### config.mk
export PLATFORM = sky130hd
export DESIGN_NAME = ptr_hazard_hist
export DESIGN_NICKNAME = d
export VERILOG_FILES = /design/src/rtl/ptr_hazard_pkg.sv /design/src/rtl/ptr_hazard_hist.sv
export SDC_FILE = /design/constraint.sdc
export NUM_CORES = 1
export LEC_CHECK = 0
export BUFFER_PORTS_ARGS = -buffer_cell sky130_fd_sc_hd__buf_2
export CORE_MARGIN = 3
export CORE_UTILIZATION = 40
export CTS_CLUSTER_SIZE = 12
export DETAILED_ROUTE_END_ITERATION = 8
export GPL_ROUTABILITY_DRIVEN = 0
export GPL_TIMING_DRIVEN = 1
export PLACE_DENSITY = 0.68
export RECOVER_POWER = 50
export SETUP_SLACK_MARGIN = 0.5
export SLEW_MARGIN = 20
export SYNTH_ARGS = -nofsm -noshare
export SYNTH_HDL_FRONTEND = slang
export SYNTH_SLANG_ARGS = --single-unit
### constraint.sdc
create_clock -name clk_i -period 0.8 [get_ports clk_i]
set_input_delay 0.12 -clock clk_i [delete_from_list [all_inputs] [get_ports clk_i]]
set_output_delay 0.12 -clock clk_i [all_outputs]
set_load 0.1 [all_outputs]
### src/rtl/ptr_hazard_pkg.sv
package ptr_hazard_pkg;

  typedef enum logic [2:0] {
    WK_NONE = 3'd0,
    WK_ADDR = 3'd1,
    WK_OFS  = 3'd2,
    WK_MOD  = 3'd3,
    WK_SP   = 3'd4
  } wr_kind_e;

  typedef enum logic [2:0] {
    AM_NOUPD    = 3'd0,
    AM_PCREL    = 3'd1,
    AM_LDISP    = 3'd2,
    AM_POSTINC1 = 3'd3,
    AM_POSTDEC1 = 3'd4,
    AM_PREDEC1  = 3'd5,
    AM_POSTINCN = 3'd6,
    AM_INDEXN   = 3'd7
  } amode_e;

  typedef enum logic [3:0] {
    OC_PLAIN    = 4'd0,
    OC_SP_BITOP = 4'd1,
    OC_SP_CTLMV = 4'd2,
    OC_SP_LEA   = 4'd3,
    OC_SP_LRA   = 4'd4,
    OC_SSX_BJMP = 4'd5,
    OC_SSH_SELF = 4'd6,
    OC_LOOP     = 4'd7,
    OC_TRAP     = 4'd8,
    OC_STOP     = 4'd9,
    OC_WAIT     = 4'd10,
    OC_PCREL    = 4'd11
  } op_cls_e;

  typedef enum logic [2:0] {
    RS_NONE  = 3'd0,
    RS_PTR   = 3'd1,
    RS_OFS   = 3'd2,
    RS_MOD   = 3'd3,
    RS_PAIR  = 3'd4,
    RS_SSHMV = 3'd5,
    RS_FAST  = 3'd6
  } reason_e;

  function automatic logic mode_reads_ofs(input logic [2:0] m);
    return (m == AM_POSTINCN) || (m == AM_INDEXN);
  endfunction

  function automatic logic mode_reads_mod(input logic [2:0] m);
    return !((m == AM_NOUPD) || (m == AM_PCREL));
  endfunction

  function automatic logic cls_updates_sp(input logic [3:0] c);
    return (c == OC_SP_BITOP) || (c == OC_SP_CTLMV) ||
           (c == OC_SP_LEA)   || (c == OC_SP_LRA);
  endfunction

  function automatic logic cls_fast_banned(input logic [3:0] c);
    return (c == OC_SP_LRA) || (c == OC_LOOP) || (c == OC_TRAP) ||
           (c == OC_STOP)   || (c == OC_WAIT) || (c == OC_PCREL);
  endfunction

endpackage

### src/rtl/ptr_hazard_hist.sv
module ptr_hazard_hist
  import ptr_hazard_pkg::*;
#(
  parameter int IDX_W   = 3,
  parameter int NUM_REG = 1 << IDX_W
) (
  input  logic               clk_i,
  input  logic               rst_ni,
  input  logic               vld_i,
  input  logic [2:0]         wr_kind_i,
  input  logic [IDX_W-1:0]   wr_idx_i,
  input  logic [3:0]         op_cls_i,
  output logic [NUM_REG-1:0] a_last_o,
  output logic [NUM_REG-1:0] n_last_o,
  output logic [NUM_REG-1:0] m_last_o,
  output logic               sp_last_o
);

  logic [NUM_REG-1:0] a_nxt, n_nxt, m_nxt;

  for (genvar g = 0; g < NUM_REG; g++) begin : g_reg
    logic sel;
    assign sel      = (wr_idx_i == IDX_W'(g));
    assign a_nxt[g] = sel && (wr_kind_i == WK_ADDR);
    assign n_nxt[g] = sel && (wr_kind_i == WK_OFS);
    assign m_nxt[g] = sel && (wr_kind_i == WK_MOD);
  end

  always_ff @(posedge clk_i or negedge rst_ni) begin
    if (!rst_ni) begin
      a_last_o  <= '0;
      n_last_o  <= '0;
      m_last_o  <= '0;
      sp_last_o <= 1'b0;
    end else if (vld_i) begin
      a_last_o  <= a_nxt;
      n_last_o  <= n_nxt;
      m_last_o  <= m_nxt;
      sp_last_o <= cls_updates_sp(op_cls_i);
    end
  end

  // idle slots must not advance the record
  p_hist_hold_r8: assert property (@(posedge clk_i) disable iff (!rst_ni)
    !vld_i |=> ($stable(a_last_o) && $stable(n_last_o) &&
                $stable(m_last_o) && $stable(sp_last_o)));

  // one register written per instruction
  p_hist_single_r4: assert property (@(posedge clk_i) disable iff (!rst_ni)
    $onehot0({a_last_o, n_last_o, m_last_o}));

endmodule

# Yosys cells after proc, flatten, opt, wreduce, memory -nomap -nowiden
# Index checks and enable logic that the tools add are counted.
# W data, S select, Z words.
# totals
register_bits	25
input_bits	13
out_inout_bits	25
wordCells	46
# op_classes
n_eq_ne	14
n_reduce_logical	28
# ops
operator	n
$logic_and A1 B1 Y1	24
$eq A3 B2 Y1 const B	4
$eq A3 B3 Y1 const B	4
$eq A4 B2 Y1 const B	2
$eq A3 B1 Y1 const B	2
$eq A4 B1 Y1 const B	1
$eq A4 B3 Y1 const B	1
$logic_not A3 Y1	1
$logic_or A1 B1 Y1	3

# Depth between registers and ports, before layout
# Gate-level depths: netlist of the first run.
# depth
ltp_word	4
mapped_depth	3
mapped_depth_nobuf	2

# Worst setup path after synthesis of the first run
# No wires, ideal clock.
# synth_path
kind	register to register
from	reg, netlist name sp_last_o
to	reg sp_last_o
setup_ps	110
arrival_ps	1080
t_required_ps	690
setup_slack_ps	-390
path_stages_with_launch	3
path_buffers	0
path_cell_list	dfrtp_1 > nand2b_1 > o41ai_1
# synth_lines
element	line_no	rtl
to (signal assigned)	ptr_hazard_hist.sv:39	sp_last_o <= cls_updates_sp(op_cls_i);
to (decl)	ptr_hazard_hist.sv:16	output logic sp_last_o

# Worst setup path after layout of the first run
# layout_path
from	reg m_last_o[1]
to	out m_last_o[1]
# layout_lines
element	line_no	rtl
from (decl)	ptr_hazard_hist.sv:15	output logic [NUM_REG-1:0] m_last_o,
from (signal assigned)	ptr_hazard_hist.sv:38	m_last_o <= m_nxt;
# No word-level cell between the ends.

==> qor.csv, run 1 <==
stage;metric;value;unit
sta;setup_viol_count_final;33;
cells_and_area;fin_cells;152;
sta;maxSlewViolCount;0;
detailed_routing;viasPerCell;6.026;
power;peakVddDrop;969.5;uV
power;powerDensity;1181;nW/um^2
sta;hold_viol;26;
floorplan;start_util;0.4317;
cells_and_area;fillers;93;
setup_path;criticalPathCategory;flip-flop to primary output;
cts;cts_tree;built;
cells_and_area;layout-drive-gt1-share;0.8548;
floorplan;placementRows;17;
yosys;syn-num-nets;82;
sta;slew_headroom;0.5854;
detailed_routing;ant_nets;0;
cts;cts_sinks;25;
global_route;grt_max_degree;26;
cts;htreeDepth;1;
power;p_leak;0.7689;nW
sta;fin_ws;-352.8;ps
global_route;grt_util_all_layers;0.2017;
global_route;grt_antenna_before_repair;0;
setup_path;critPathArrivalTime;1030;ps
floorplan;die_height;55.33;um
setup_path;worstPathRequired;680;ps
cts;clk_path_buf_depth;2;
setup_path;max_stage_delay;530;ps
floorplan;die_x;55.33;um
placed_design;placedCellCount;138;
detailed_routing;num_vias;916;
yosys;yosys.area.top_type;dfrtp_1;
yosys;yosysSeqAreaShare;0.6427;
placed_design;port_buffers;37;
cts;cts_buffers;3;
sta;grt_setup_unrepaired;true;
sta;clock_skew;0;ps
sta;holdWs;-214.4;ps
yosys;synth.top_cell.area_share;0.6427;
sta;tightest_slew;621.8;ps
global_route;grt_remaining_overflow;0;
outcome;status;complete, but fails checks;
yosys;syn_area;973.4;um^2
global_route;first_global_vias;911;
cts;clk_pin_slew_worst_paths;130;ps
cts;cts_root_buffer;clkbuf_4;
cells_and_area;n_antenna_cell;0;
detailed_routing;drc;0;
setup_path;setup.worst_path.end_class;primary output;
floorplan;die-area;3061;um^2
setup_path;critPathBufInv;1;
setup_path;crit_family;flip-flops;
setup_path;slowest_stage;dfrtp_4;
flow_run;cap_viol_max_count;0;
cells_and_area;final-seq-area;719.4;um^2
detailed_routing;wirelength;3.492;mm
yosys;syn_inst;69;
yosys;ys_warn_count;0;
yosys;ys_types;14;
setup_path;cp-start-kind;flip-flop;
cts;clock_latency;320;ps
sta;final.period_utilization;1.441;
cells_and_area;final_nets;138;
cells_and_area;area_delta_synth_final;106.2;%
outcome;violations;negative hold slack, negative setup slack;
setup_path;path_max_fanout;2;
cells_and_area;multiInputGateArea;493.0;um^2
sta;fmax;867.5;MHz
yosys;synth_seq_cells;25;
detailed_routing;wl_per_cell;22.97;um
floorplan;core-area;2255;um^2
detailed_routing;dr.pass1.iters;4;
placed_design;hpwlAfterDp;1.919;mm
global_route;grt_pass1_wl;4.850;mm
yosys;synth_area_per_cell;14.11;um^2
detailed_routing;drtIter0Drc;26;
floorplan;ios;38;
setup_path;path_cells;buf_12;
yosys;synthTopCellsByArea;dfrtp_1, o2bb2ai_1, or3b_1;
worst_hold_path;hold_class;input port to asynchronous set/reset pin;
sta;finalCriticalPeriod;1153;ps
==> final cells by class <==
type,instances,share of cell area
Multi-Input combinational cell,39,0.2456
Inverter,1,0.001870
Tap cell,28,0.01746
Clock buffer,4,0.01309
Timing Repair Buffer,55,0.3635
Sequential cell,25,0.3585
==> placed cells by master (no fill, tap or decap), types with 2 or more instances in the layout <==
cell type / n
buf_12: 25
o2bb2ai_1: 3
or3b_1: 3
buf_2: 11
o2bb2ai_2: 19
buf_6: 9
nand4bb_1: 2
o2bb2ai_4: 2
clkbuf_4: 3
nand3b_1: 3
dfrtp_4: 25
buf_4: 9
==> synthesized netlist by cell type (all sizes together) <==
library cell,number
inv,1
nand3,1
nand3b,3
nand4b,1
dfrtp,25
clkbuf,4
o21a,1
or3,1
nand4bb,2
or3b,3
nand2b,1
nor3,1
o2bb2ai,24
o41ai,1
==> registers in the layout, indices dropped and copies added (netlist names) <==
signal     count
m_last_o       8
a_last_o       8
sp_last_o      1
n_last_o       8
==> cell families after synthesis <==
family	share of synthesized area
AOI/OAI and AO/OA	0.2327
buffers and inverters	0.01927
DFF	0.6427
and+or+nand+nor	0.1054
==> routing by layer <==
layer  GRT usage  up-vias  routed length [um]
met1      0.2530      471                1429
met3     0.02804        5                 215
li1            -      386                   -
met5           0        -                   0
met4     0.06944        0                  40
met2      0.3530       54                1806
==> power breakdown <==
part	switching (mW)	internal [mW]
clock	0.375	0.195
combinational	0.312	0.168
sequential	0.0263	1.29
==> path summary, 6_finish.rpt <==
kind	cells past startpoint	slack, ps	end	startpoint
worst max-delay path	1	-350	m_last_o[1]	m_last_o[1]$_DFFE_PN0P_
worst min-delay path	1	-210	a_last_o[5]$_DFFE_PN0P_	rst_ni
min in group clk_i	2	-20	sp_last_o$_DFFE_PN0P_	op_cls_i[3]
max in group asynchronous	1	560	sp_last_o$_DFFE_PN0P_	rst_ni
worst max register to register	3	-180	m_last_o[2]$_DFFE_PN0P_	m_last_o[2]$_DFFE_PN0P_
worst min register to register	1	580	a_last_o[4]$_DFFE_PN0P_	a_last_o[4]$_DFFE_PN0P_
==> repair_timing <==
item | in CTS | in global routing
endpoints found under the setup margin | 50 | 50
buffers inserted | 3 | 7
gates resized for setup | 13 | 20
pin swaps | 1 | 1
endpoints found under the hold margin | 26 | 26
==> per-stage QoR <==
stage	setup WS (ps)	setup TNS [ps]	util	power, mW	cell area, um^2
after floorplan	-95.34	-2218	-	1.549	1067
after global placement	-118.3	-1179	0.7575	1.746	1708
after detailed placement	-176.3	-2048	0.7575	1.758	1708
after CTS	-328.5	-8288	0.8147	2.309	1837
after global routing	-383.2	-10030	0.8901	2.462	2007
final	-352.8	-9105	0.8901	2.370	2007
Note: power is estimated with default switching activity, not from simulation.
==> inputs of run 2 (changes only) <==
--- a/config.mk
+++ b/config.mk
@@ -7,12 +7,11 @@
 export LEC_CHECK = 0
 export BUFFER_PORTS_ARGS = -buffer_cell sky130_fd_sc_hd__buf_2
 export CORE_MARGIN = 3
-export CORE_UTILIZATION = 40
+export CORE_UTILIZATION = 25
 export CTS_CLUSTER_SIZE = 12
 export DETAILED_ROUTE_END_ITERATION = 8
 export GPL_ROUTABILITY_DRIVEN = 0
 export GPL_TIMING_DRIVEN = 1
-export PLACE_DENSITY = 0.68
 export RECOVER_POWER = 50
 export SETUP_SLACK_MARGIN = 0.5
 export SLEW_MARGIN = 20
==> run 2 against run 1 <==
  * The flow still finishes with violations (negative hold slack, negative setup slack)
  * Global-route usage decreased by 7.0 points
  * Count of clock-buffer cells in the layout unchanged
  * Register-to-register slack improved by 30 ps
  * First-iteration DRC count decreased by 62%
  * Wire length decreased by 13%
  * Clock power increased by 33%
  * Critical path depth unchanged
  * Sequential power about the same
  * Die area increased by 53%
  * Via count decreased by 9.7%
==> qor.csv, run 2 (synthesis gave the netlist of run 1 again) <==
stage;metric;value;unit;change
detailed_routing;drtIter0Drc;10;;-62%
sta;clock_skew;0;ps;unchanged
setup_path;crit_family;flip-flops;;
outcome;violations;negative hold slack, negative setup slack;;
sta;slew_headroom;0.5724;;-0.01304
global_route;grt_remaining_overflow;0;;unchanged
cts;cts_buffers;3;;unchanged
placed_design;postPlaceCellArea;1725;um^2;+1.0%
cells_and_area;final_nets;141;;+2.2%
detailed_routing;wirelength;3.044;mm;-13%
cells_and_area;fillers;312;;+240%
sta;grt_setup_unrepaired;true;;
global_route;grt_util_all_layers;0.1317;;-0.06997
setup_path;worstPathRequired;680;ps;about the same
flow_run;cap_viol_max_count;0;;unchanged
floorplan;ios;38;;unchanged
sta;setup_viol_count_final;38;;+15%
power;peakVddDrop;699.4;uV;-28%
cells_and_area;n_antenna_cell;0;;unchanged
floorplan;start_util;0.2620;;-0.1698
setup_path;r2r_cells;3;;unchanged
power;clockPowerShare;0.296;;+0.056
setup_path;criticalPathCategory;flip-flop to primary output;;
sta;fmax;924.6;MHz;+6.6%
cts;cts_root_buffer;clkbuf_8;;
sta;fin_ws;-281.6;ps;+71.17 ps
cts;clk_pin_slew_worst_paths;80;ps;-50 ps
power;p_leak;0.8065;nW;+4.9%
sta;finalCriticalPeriod;1082;ps;-71.17 ps
global_route;grt_max_degree;26;;unchanged
cells_and_area;post-route-cell-area;2130;um^2;+6.1%
cts;cts_tree;built;;
setup_path;r2r_setup_slack;-150;ps;+30 ps
detailed_routing;wl_per_cell;17.39;um;-24%
power;powerDensity;1198;nW/um^2;+1.5%
detailed_routing;viasPerCell;4.726;;-22%
cts;cts_sinks;25;;unchanged
detailed_routing;dr.pass1.iters;3;;-1
setup_path;r2r_end;n_last_o[7]$_DFFE_PN0P_;;
cells_and_area;layout.cells.most_common_list;dfrtp_4, buf_12, o2bb2ai_2, buf_6, buf_2;;
setup_path;slowest_stage;dfrtp_4;;
setup_path;rr_startpoint;n_last_o[7]$_DFFE_PN0P_;;
detailed_routing;ant_nets;0;;unchanged
global_route;grt_pass1_wl;4.436;mm;-8.5%
setup_path;path_max_fanout;2;;unchanged
sta;maxSlewViolCount;0;;unchanged
placed_design;port_buffers;37;;unchanged
placed_design;placedCellCount;157;;+14%
setup_path;setup.worst_path.end_class;primary output;;
setup_path;critPathBufInv;1;;unchanged
floorplan;core-area;3716;um^2;+65%
setup_path;path_cells;buf_12;;
power;power_frac_seq;0.517;;-0.040
cells_and_area;final_util;0.5731;;-0.3171
cts;htreeDepth;1;;unchanged
floorplan;die_height;68.40;um;+24%
global_route;first_global_vias;879;;-3.5%
cells_and_area;fin_cells;175;;+15%
floorplan;die_x;68.40;um;+24%
setup_path;max_stage_delay;510;ps;-20 ps
cells_and_area;area_delta_synth_final;118.8;%;
sta;tightest_slew;641.4;ps;+19.55 ps
detailed_routing;drc;0;;unchanged
floorplan;die-area;4679;um^2;+53%
power;p_int;1.820;mW;+9.8%
cts;clk_path_buf_depth;2;;unchanged
setup_path;cp-start-kind;flip-flop;;
outcome;status;complete, but fails checks;;
global_route;grt_antenna_before_repair;0;;unchanged
sta;fin_tns_setup;-7364;ps;+1741 ps
sta;final.period_utilization;1.352;;-0.08897
sta;hold_viol;25;;-3.8%
setup_path;critPathArrivalTime;960;ps;-70 ps
floorplan;placementRows;22;;+5
power;p_sw_frac;0.2867;;-0.01413
sta;holdWs;-143.8;ps;+70.67 ps
cts;clock_latency;270;ps;-50 ps
cells_and_area;layout-drive-gt1-share;0.8740;;+0.01918
placed_design;hpwlAfterDp;1.921;mm;about the same
detailed_routing;num_vias;827;;-9.7%
power;comb_power_share;0.187;;-0.015
cells_and_area;reg_top3;a_last_o (8), m_last_o (8), n_last_o (8);;
worst_hold_path;hold_class;input port to asynchronous set/reset pin;;
power;switchingPower;0.7318;mW;+2.6%
==> run 2: cell types whose count changed in the layout (fill, tap and decap cells not counted), sizes merged <==
cell	previous run	this run
buf	54	57
==> run 2: layer usage <==
layer / up-vias / track usage / part of all wire
li1: 391 / - / -
met1: 407 / 0.1597 / 0.44
met2: 24 / 0.2265 / 0.50
met3: 5 / 0.01642 / 0.035
met4: 0 / 0.06700 / 0.020
met5: - / 0 / 0
==> run 2: worst max path at each step <==
stage                            startpoint                 endpoint  slack, ps  depth (start not counted)
floorplan             sp_last_o$_DFFE_PN0P_    sp_last_o$_DFFE_PN0P_       -100                          2
detailed placement              wr_idx_i[2]  n_last_o[0]$_DFFE_PN0P_       -130                          3
global route        m_last_o[1]$_DFFE_PN0P_              m_last_o[1]       -310                          1
finish              a_last_o[1]$_DFFE_PN0P_              a_last_o[1]       -280                          1
CTS                 a_last_o[2]$_DFFE_PN0P_              a_last_o[2]       -280                          1
global placement                wr_idx_i[2]  m_last_o[1]$_DFFE_PN0P_       -120                          3
==> run 2: power groups by stage <==
| stage | Combinational [mW] | Sequential [mW] | Clock, mW |
|---|---|---|---|
| 4_1_cts | 0.444 | 1.32 | 0.764 |
| 2_1_floorplan | 0.0673 | 1.48 | 0 |
| 6_report | 0.478 | 1.32 | 0.756 |
| 3_3_place_gp | 0.400 | 1.35 | 0 |
| 5_1_grt | 0.503 | 1.32 | 0.836 |
| 3_5_place_dp | 0.406 | 1.35 | 0 |
==> run 2: stage by stage <==
stage	setup slack, ps	total power [mW]
after global placement	-122.6	1.745
after detailed placement	-126.8	1.752
after CTS	-283.8	2.527
final	-281.6	2.552
after floorplan	-95.34	1.549
after global routing	-305.4	2.660
==> run 2: final cells by class <==
cell class              count  area, um^2  share of cell area
well taps                  48       60.06             0.02820
repair buffers             58       770.7              0.3619
clock buffers               4       45.04             0.02115
inverters                   1       3.754            0.001763
multi-input cells          39       530.5              0.2491
flip-flops and latches     25       719.4              0.3378
==> run 2: repair_timing <==
item / 4_1_cts / 5_1_grt
resized for setup: 24 / 19
buffers inserted: 3 / 11
cloned: 0 / 0
endpoints found under the hold margin: 25 / 25
endpoints found under the setup margin: 50 / 75
==> inputs of run 3 (changes only) <==
--- a/config.mk
+++ b/config.mk
@@ -14,6 +14,7 @@
 export GPL_TIMING_DRIVEN = 1
 export RECOVER_POWER = 50
 export SETUP_SLACK_MARGIN = 0.5
+export SKIP_CTS_REPAIR_TIMING = 1
 export SLEW_MARGIN = 20
 export SYNTH_ARGS = -nofsm -noshare
 export SYNTH_HDL_FRONTEND = slang
==> run 3 against run 2 <==
  * The flow still finishes with violations (negative hold slack, negative setup slack)
  * Critical path depth unchanged
  * Combinational power down 2%
  * Power decreased by 0.33%
  * Sequential cell count unchanged
  * Global-route usage is 0.89 points lower
  * Setup slack worse by 2.3 ps
  * Final cell count decreased by 4.6%
  * Clock power shrank 0.5%
  * Utilization shrank 2.6 points
  * First-iteration DRC count decreased by 50%
  * Clock skew is the same
  * Critical endpoint is now a_last_o[2]
==> qor.csv, run 3 (synthesis gave the netlist of run 1 again) <==
stage;metric;value;unit;change
setup_path;worstPathRequired;680;ps;about the same
sta;maxSlewViolCount;0;;unchanged
placed_design;preCtsSetupSlack;-126.8;ps;unchanged
placed_design;placedCellCount;157;;unchanged
sta;fin_tns_setup;-7024;ps;+340.7 ps
setup_path;slowest_stage;dfrtp_4;;
sta;hold_viol;25;;unchanged
setup_path;rr_startpoint;n_last_o[6]$_DFFE_PN0P_;;
sta;setup_viol_count_final;31;;-18%
detailed_routing;num_vias;806;;-2.5%
setup_path;setup.worst_path.end_class;primary output;;
cells_and_area;final_nets;133;;-5.7%
sta;finalCriticalPeriod;1084;ps;+2.268 ps
cts;htreeDepth;1;;unchanged
floorplan;die-area;4679;um^2;unchanged
placed_design;port_buffers;37;;unchanged
floorplan;placementRows;22;;unchanged
global_route;grt_remaining_overflow;0;;unchanged
global_route;grt_pass1_wl;4.174;mm;-5.9%
setup_path;criticalPathCategory;flip-flop to primary output;;
global_route;first_global_vias;825;;-6.1%
placed_design;postPlaceCellArea;1725;um^2;unchanged
sta;slew_headroom;0.5854;;+0.01299
outcome;violations;negative hold slack, negative setup slack;;
cells_and_area;layout-drive-gt1-share;0.8739;;about the same
setup_path;max_stage_delay;510;ps;about the same
global_route;grt_antenna_before_repair;0;;unchanged
cts;cts_buffers;3;;unchanged
sta;fmax;922.6;MHz;-0.21%
setup_path;critPathArrivalTime;960;ps;about the same
global_route;grt_max_degree;26;;unchanged
setup_path;critPathBufInv;1;;unchanged
global_route;use_met2;0.1979;;-0.02861
floorplan;start_util;0.2620;;unchanged
sta;grt_setup_unrepaired;true;;
setup_path;r2r_setup_slack;-50;ps;+100 ps
power;p_leak;0.7615;nW;-5.6%
setup_path;cp-start-kind;flip-flop;;
setup_path;path_cells;buf_12;;
global_route;met3_usage;0.01642;;unchanged
sta;clock_skew;0;ps;unchanged
cells_and_area;layout.cells.most_common_list;dfrtp_4, buf_12, o2bb2ai_2, buf_2, buf_4;;
global_route;top_usage_layer;met2;;
sta;tightest_slew;621.9;ps;-19.48 ps
detailed_routing;wl_per_cell;17.03;um;-2.1%
detailed_routing;ant_nets;0;;unchanged
detailed_routing;viasPerCell;4.826;;+2.1%
detailed_routing;dr.pass1.iters;2;;-1
detailed_routing;drc;0;;unchanged
setup_path;path_max_fanout;2;;unchanged
floorplan;die_height;68.40;um;unchanged
cells_and_area;fin_cells;167;;-4.6%
cts;cts_root_buffer;clkbuf_8;;
cells_and_area;post-route-cell-area;2033;um^2;-4.5%
cts;cts_tree;built;;
cts;clk_pin_slew_worst_paths;90;ps;about the same
cells_and_area;n_antenna_cell;0;;unchanged
global_route;met1_usage;0.1576;;-0.002047
sta;holdWs;-160.3;ps;-16.58 ps
cts;clock_latency;270;ps;about the same
power;design_power_total;2.544;mW;-0.33%
cells_and_area;final_util;0.5471;;-0.02593
floorplan;core-area;3716;um^2;unchanged
cts;cts_sinks;25;;unchanged
sta;final.period_utilization;1.355;;+0.002835
setup_path;r2r_cells;2;;-1
global_route;grt_util_all_layers;0.1228;;-0.008941
floorplan;die_x;68.40;um;unchanged
placed_design;hpwlAfterDp;1.921;mm;unchanged
floorplan;ios;38;;unchanged
detailed_routing;wirelength;2.844;mm;-6.6%
flow_run;cap_viol_max_count;0;;unchanged
sta;fin_ws;-283.8;ps;-2.268 ps
power;peakVddDrop;710.4;uV;+1.6%
cts;clk_path_buf_depth;2;;unchanged
cells_and_area;area_delta_synth_final;108.9;%;
power;powerDensity;1251;nW/um^2;+4.4%
cells_and_area;reg_top3;a_last_o (8), m_last_o (8), n_last_o (8);;
worst_hold_path;hold_class;input port to asynchronous set/reset pin;;
setup_path;crit_family;flip-flops;;
outcome;status;complete, but fails checks;;
detailed_routing;drtIter0Drc;5;;-5
setup_path;r2r_end;n_last_o[6]$_DFFE_PN0P_;;
[run 3: layer usage]
layer	wire, um	vias to the layer above
li1	-	377
met1	1237	398
met2	1428	25
met3	116	6
met4	61	0
met5	0	-
[run 3: worst max-delay path by stage]
stage | cells past startpoint | slack (ps) | endpoint | from
global route | 1 | -300 | a_last_o[2] | a_last_o[2]$_DFFE_PN0P_
floorplan | 2 | -100 | sp_last_o$_DFFE_PN0P_ | sp_last_o$_DFFE_PN0P_
detailed placement | 3 | -130 | n_last_o[0]$_DFFE_PN0P_ | wr_idx_i[2]
CTS | 1 | -280 | a_last_o[2] | a_last_o[2]$_DFFE_PN0P_
finish | 1 | -280 | a_last_o[2] | a_last_o[2]$_DFFE_PN0P_
global placement | 3 | -120 | m_last_o[1]$_DFFE_PN0P_ | wr_idx_i[2]
[run 3: layout make-up]
type | instances | area (um^2)
repair buffers | 50 | 680.7
well taps | 48 | 60.06
flip-flops and latches | 25 | 719.4
multi-input cells | 39 | 524.3
inverters | 1 | 3.754
clock buffers | 4 | 45.04
fillers | 301 | 1683
[run 3: power by group]
| group | leakage [nW] | internal (mW) | total (mW) | switching, mW |
|---|---|---|---|---|
| Combinational | 0.441 | 0.167 | 0.470 | 0.303 |
| Sequential | 0.298 | 1.29 | 1.32 | 0.0280 |
| Clock | 0.0228 | 0.357 | 0.752 | 0.395 |
| Total | 0.762 | 1.82 | 2.54 | 0.726 |
